--- src/rtl/opnd_addr_pkg.sv ---
package opnd_addr_pkg;

  localparam int ADDR_W = 16;
  localparam int BYTE_W = 8;
  localparam int LEN_W  = 3;

  localparam logic [BYTE_W-1:0] PRE_YSEL = 8'h18;
  localparam logic [BYTE_W-1:0] PRE_ALT1 = 8'h1A;
  localparam logic [BYTE_W-1:0] PRE_ALT2 = 8'hCD;

  typedef enum logic [2:0] {
    MODE_INH = 3'd0,
    MODE_IMM = 3'd1,
    MODE_DIR = 3'd2,
    MODE_EXT = 3'd3,
    MODE_IDX = 3'd4,
    MODE_REL = 3'd5
  } mode_e;

  typedef enum logic [2:0] {
    SRC_ZERO,
    SRC_STREAM,
    SRC_PAGE0,
    SRC_FULL,
    SRC_INDEX,
    SRC_BRANCH
  } addrSrc_e;

  typedef struct packed {
    addrSrc_e         src;
    logic             useY;
    logic             immFlag;
    logic             fault;
    logic [LEN_W-1:0] len;
    logic [1:0]       streamOfs;
  } ctrlStrobe_t;

endpackage

--- src/rtl/opnd_addr_ctrl.sv ---
module opnd_addr_ctrl
  import opnd_addr_pkg::*;
(
  input  logic [2:0]        modeCode,
  input  logic              hasPrebyte,
  input  logic [BYTE_W-1:0] prebyte,
  input  logic              wideImm,
  output ctrlStrobe_t       strobe
);

  logic       preKnown;
  logic       preBad;
  logic [1:0] preCnt;
  logic [1:0] opndCnt;
  logic       modeBad;

  always_comb begin
    preKnown = (prebyte == PRE_YSEL) || (prebyte == PRE_ALT1) || (prebyte == PRE_ALT2);
    preBad   = hasPrebyte && !preKnown;
    preCnt   = hasPrebyte ? 2'd1 : 2'd0;
  end

  always_comb begin
    modeBad        = 1'b0;
    opndCnt        = 2'd0;
    strobe.src     = SRC_ZERO;
    strobe.immFlag = 1'b0;
    case (modeCode)
      MODE_INH: opndCnt = 2'd0;
      MODE_IMM: begin
        strobe.src     = SRC_STREAM;
        strobe.immFlag = 1'b1;
        opndCnt        = wideImm ? 2'd2 : 2'd1;
      end
      MODE_DIR: begin strobe.src = SRC_PAGE0;  opndCnt = 2'd1; end
      MODE_EXT: begin strobe.src = SRC_FULL;   opndCnt = 2'd2; end
      MODE_IDX: begin strobe.src = SRC_INDEX;  opndCnt = 2'd1; end
      MODE_REL: begin strobe.src = SRC_BRANCH; opndCnt = 2'd1; end
      default:  modeBad = 1'b1;
    endcase

    strobe.fault     = modeBad || preBad;
    strobe.useY      = hasPrebyte && (prebyte == PRE_YSEL);
    strobe.streamOfs = 2'd1 + preCnt;
    strobe.len       = LEN_W'(1) + LEN_W'(preCnt) + LEN_W'(opndCnt);

    if (strobe.fault) begin
      strobe.src     = SRC_ZERO;
      strobe.immFlag = 1'b0;
      strobe.len     = '0;
    end
  end

endmodule

--- src/rtl/opnd_addr_dpath.sv ---
module opnd_addr_dpath
  import opnd_addr_pkg::*;
(
  input  logic              clk,
  input  logic              rstN,
  input  logic              reqValid,
  input  ctrlStrobe_t       strobe,
  input  logic [BYTE_W-1:0] opByte1,
  input  logic [BYTE_W-1:0] opByte2,
  input  logic [ADDR_W-1:0] idxX,
  input  logic [ADDR_W-1:0] idxY,
  input  logic [ADDR_W-1:0] instrAddr,
  output logic              outValid,
  output logic [ADDR_W-1:0] effAddr,
  output logic              isImm,
  output logic [LEN_W-1:0]  instrLen,
  output logic              addrErr
);

  localparam int PAD_W = ADDR_W - BYTE_W;

  logic [ADDR_W-1:0] baseReg;
  logic [ADDR_W-1:0] offZext;
  logic [ADDR_W-1:0] offSext;
  logic [ADDR_W-1:0] nextPc;
  logic [ADDR_W-1:0] addrNext;

  always_comb begin
    baseReg = strobe.useY ? idxY : idxX;
    offZext = {{PAD_W{1'b0}}, opByte1};
    offSext = {{PAD_W{opByte1[BYTE_W-1]}}, opByte1};
    nextPc  = instrAddr + ADDR_W'(strobe.len);
    case (strobe.src)
      SRC_STREAM: addrNext = instrAddr + ADDR_W'(strobe.streamOfs);
      SRC_PAGE0:  addrNext = offZext;
      SRC_FULL:   addrNext = {opByte1, opByte2};
      SRC_INDEX:  addrNext = baseReg + offZext;
      SRC_BRANCH: addrNext = nextPc + offSext;
      default:    addrNext = '0;
    endcase
  end

  always_ff @(posedge clk) begin
    if (!rstN) begin
      outValid <= 1'b0;
      effAddr  <= '0;
      isImm    <= 1'b0;
      instrLen <= '0;
      addrErr  <= 1'b0;
    end else begin
      outValid <= reqValid;
      if (reqValid) begin
        effAddr  <= addrNext;
        isImm    <= strobe.immFlag;
        instrLen <= strobe.len;
        addrErr  <= strobe.fault;
      end
    end
  end

  // result flag follows the request strobe by one edge
  a_r2_valid_follows: assert property (@(posedge clk) disable iff (!rstN)
    reqValid |=> outValid);
  a_r2_idle_follows: assert property (@(posedge clk) disable iff (!rstN)
    !reqValid |=> !outValid);

  // registers hold while no request is taken
  a_r13_hold: assert property (@(posedge clk) disable iff (!rstN)
    !reqValid |=> ($stable(effAddr) && $stable(instrLen) && $stable(isImm) && $stable(addrErr)));

  // a faulted result carries no address or length
  a_r10_fault_zero: assert property (@(posedge clk) disable iff (!rstN)
    addrErr |-> (effAddr == '0 && instrLen == '0 && !isImm));

  // page-zero requests leave the high byte clear
  a_r5_page_zero: assert property (@(posedge clk) disable iff (!rstN)
    (reqValid && strobe.src == SRC_PAGE0) |=> (effAddr[ADDR_W-1:BYTE_W] == '0));

  // stream operand always has at least opcode plus one byte
  a_r4_imm_len: assert property (@(posedge clk) disable iff (!rstN)
    isImm |-> (instrLen >= LEN_W'(2) && !addrErr));

  // a good result is between one and four bytes long
  a_r3_len_range: assert property (@(posedge clk) disable iff (!rstN)
    (outValid && !addrErr) |-> (instrLen >= LEN_W'(1) && instrLen <= LEN_W'(4)));

endmodule

--- src/rtl/opnd_addr_gen.sv ---
module opnd_addr_gen
  import opnd_addr_pkg::*;
(
  input  logic        clk,
  input  logic        rstN,
  input  logic        reqValid,
  input  logic [2:0]  modeCode,
  input  logic        hasPrebyte,
  input  logic [7:0]  prebyte,
  input  logic [7:0]  opByte1,
  input  logic [7:0]  opByte2,
  input  logic        wideImm,
  input  logic [15:0] idxX,
  input  logic [15:0] idxY,
  input  logic [15:0] instrAddr,
  output logic        outValid,
  output logic [15:0] effAddr,
  output logic        isImm,
  output logic [2:0]  instrLen,
  output logic        addrErr
);

  ctrlStrobe_t strobe;

  opnd_addr_ctrl u_ctrl (
    .modeCode   (modeCode),
    .hasPrebyte (hasPrebyte),
    .prebyte    (prebyte),
    .wideImm    (wideImm),
    .strobe     (strobe)
  );

  opnd_addr_dpath u_dpath (
    .clk       (clk),
    .rstN      (rstN),
    .reqValid  (reqValid),
    .strobe    (strobe),
    .opByte1   (opByte1),
    .opByte2   (opByte2),
    .idxX      (idxX),
    .idxY      (idxY),
    .instrAddr (instrAddr),
    .outValid  (outValid),
    .effAddr   (effAddr),
    .isImm     (isImm),
    .instrLen  (instrLen),
    .addrErr   (addrErr)
  );

endmodule

--- config.mk ---
export PLATFORM = sky130hd
export DESIGN_NAME = opnd_addr_gen
export DESIGN_NICKNAME = d
export VERILOG_FILES = /design/src/rtl/opnd_addr_pkg.sv /design/src/rtl/opnd_addr_ctrl.sv /design/src/rtl/opnd_addr_dpath.sv /design/src/rtl/opnd_addr_gen.sv
export SDC_FILE = /design/constraint.sdc
export NUM_CORES = 1
export LEC_CHECK = 0
export ABC_AREA = 1
export BUFFER_PORTS_ARGS = -buffer_cell sky130_fd_sc_hd__buf_2
export CAP_MARGIN = 30
export CORE_ASPECT_RATIO = 1.4
export CORE_MARGIN = 5
export CORE_UTILIZATION = 54
export CTS_CLUSTER_DIAMETER = 100
export DETAILED_ROUTE_END_ITERATION = 10
export PLACE_DENSITY = 0.83
export RECOVER_POWER = 25
export SLEW_MARGIN = 20
export SYNTH_ARGS = -nofsm -noshare
export SYNTH_HDL_FRONTEND = slang
export SYNTH_SLANG_ARGS = --single-unit
export TNS_END_PERCENT = 20
--- constraint.sdc ---
create_clock -name clk -period 5.2 [get_ports clk]
set_clock_uncertainty 0.1 [all_clocks]
set_input_delay 1.04 -clock clk [delete_from_list [all_inputs] [get_ports clk]]
set_output_delay 1.04 -clock clk [all_outputs]
set_load 0.02 [all_outputs]
==> flow_summary.toml <==
[synth]
ys_top_cells_by_area = "nand2_1 (20%), ha_1 (14%), dfxtp_1 (13%)"
synth_edf_count = 0
synth_cell_type_count = 37
synth_top_cell_area_share = 0.1964
synth_fp_nets = 712
syn_area_sq_mm = 0.003517
ys.flop_type = "dfxtp_1"
ys_ff_latch = 22
syn_avg_cell_area_sq_um = 5.982
syn-instance-count = 588
yosys_warnings = 0
async_flop_share = 0
synth_area_leader_cell = "nand2_1"
ys_seq_area_frac = 0.1252

[global_route]
antenna_found_initial = 0
grt-ovfl-total = 0
met2_usage = 0.4822
grt_util_met3 = 0.02218
grt.busiest_layer = "met2"
grt_pass1_vias = 3798
use_met1 = 0.2928
grt_pass1_wl_mm = 17.37
grt_use_total = 0.2572
grt_start_max_net_pins = 21

[floorplan]
io_pins = 102
core_area_sq_mm = 0.006296
die_w_um = 78.21
rows = 34
fp.dieH_um = 105.5
die_area_sq_mm = 0.008250
start_util = 0.5586

[sta]
hold_viol_final = 0
fmax_ghz = 0.2211
setup_viol = 0
period_share = 0.8697
grt_setup_unrepaired = "no"
worstMarginPinSlew_ps = 558.4
setup-tns-final_ps = 0
whs_ps = 362.9
maxSlewHeadroom = 0.6274
slew_violations = 0
post-route-min-period_ps = 4523

[clock_tree]
cts_buffers = 3
postCtsHoldBufs = 0
htree_levels = 1
cts_setup_buffers = 0
cts_buffer_depth = 2
clock_sinks = 22
clk_latency_ps = 260
tritoncts = "done"
clkTransAtPathRegs_ps = 80
cts.root.buffer_cell = "clkbuf_8"
cts-resized-gates = 0

[routing]
drt_iter0_drc = 235
drt_wl_total_mm = 10.95
via_count = 4107
wl_per_cell_um = 14.47
via_per_inst = 5.425
dr.pass1.iters = 5
ant_nets = 0
drc = 0

[worst_setup_path]
cp-end-kind = "flip-flop"
crit_arrival_ps = 4590
ff2ff_path_depth = 1
cp_slowest_cell = "fa_1"
endpoint = "u_dpath.effAddr[11]"
crit_buf_inv = 6
slowest_delay_ps = 480
worst_path_most_repeated_cell = "nand2_1"
crit_fanout = 4
timing.rr.start = "u_dpath.instrLen[0]"
path_class = "in -> reg"
crit_start = "modeCode[2]"
worst-r2r-setup-slack_ps = 4490
r2r_end = "u_dpath.instrLen[0]"
worst_ep_required_time_ps = 5260
path_depth = 27
cp_top_family = "adder cells"
startpoint_type = "primary input"

[placement]
io_buffer_count = 101
gp_congestion = 0.9410
place_hpwl_mm = 9.413

[power]
peakVddDrop_v = 0.00007948
p_sw_uw = 246.3
seq_power_share = 0.290
power_frac_comb = 0.508
swShare = 0.4110
p_leak_nw = 2.318
p_int_uw = 352.9
power_density_mw_per_mm2 = 146.2
power.share.clock = 0.202

[layout]
fin_nets = 810
drive_above_1_share = 0.1869
layout_common_cells = "nand2_1 (184), buf_2 (90), inv_1 (82)"
diodes = 0
n_fill_cell = 613
area_growth_pct = 16.51
layout_commonest_cell = "nand2_1"

[flow_run]
cap_violations = 0

[hold_path]
hp-start = "u_dpath.effAddr[12]"
hold_path.class = "reg -> reg"

[status]
status = "complete, no violations"
## area by class of cell
type	count	area, sq um	area share
Sequential cell	22	440.4	0.1075
Timing Repair Buffer	101	491.7	0.1200
Clock buffer	4	55.05	0.01344
Multi-Input combinational cell	473	2701	0.6592
Tap cell	72	90.09	0.02198
Inverter	85	319.1	0.07786
## sequential cells by signal (all words and copies together) (netlist names)
name	count
u_dpath.effAddr	16
u_dpath.outValid	1
u_dpath.addrErr	1
u_dpath.isImm	1
u_dpath.instrLen	3
## layer usage
metal	vias up	part of all wire
li1	2115	-
met1	1823	0.40
met2	142	0.50
met3	27	0.062
met4	0	0.040
met5	-	0
## logic make-up (layout without fill, tap and decap cells)
group,Yosys count,in the layout,share of synthesized area
compound gates,73,73,0.1199
fa+ha+maj,44,44,0.1693
simple gates,339,339,0.4308
xor+xnor,9,9,0.02241
flops,22,22,0.1252
mux,8,8,0.02561
buf+inv,93,190,0.1067
## synthesized netlist by cell type (2+ instances only)
library cell	n
dfxtp_1	22
o21ai_1	4
o21bai_1	7
nand4_1	15
a21oi_1	23
or2_2	4
inv_1	82
a31oi_1	3
nand3_1	67
clkbuf_1	2
nor3_1	5
ha_1	38
nor2_4	7
nand2_4	2
xnor2_1	2
fa_1	6
o21ai_0	27
nand2_2	5
nor2_1	45
nand3_2	3
buf_4	5
nand2_1	184
inv_2	3
xor2_1	7
mux2_2	8
## power groups by stage
stage	clock (mW)	combinational, mW	sequential, mW
after CTS	0.121	0.302	0.174
after floorplan	0	0.199	0.182
final	0.121	0.304	0.174
after detailed placement	0	0.300	0.178
after global routing	0.126	0.343	0.174
after global placement	0	0.296	0.178
## stage by stage
stage               setup slack, ps  power (mW)  area (sq um)    util  cells
floorplan                     930.3      0.3810          3517       -    588
global placement              554.2      0.4736          4056  0.6443    753
detailed placement            441.1      0.4775          4056  0.6443    753
CTS                           707.5      0.5967          4111  0.6530    757
global route                  248.0      0.6438          4098  0.6508    757
finish                        677.3      0.5993          4098  0.6508    757
## worst min-delay path by stage
stage                               end  slack (ps)  depth (start not counted)
finish              u_dpath.effAddr[12]         360                          2
global route        u_dpath.effAddr[10]         390                          2
CTS                 u_dpath.effAddr[14]         360                          2
detailed placement  u_dpath.effAddr[10]         350                          2
global placement    u_dpath.effAddr[12]         340                          2
floorplan           u_dpath.effAddr[14]         430                          2
Note: power is estimated with default switching activity, not from simulation.
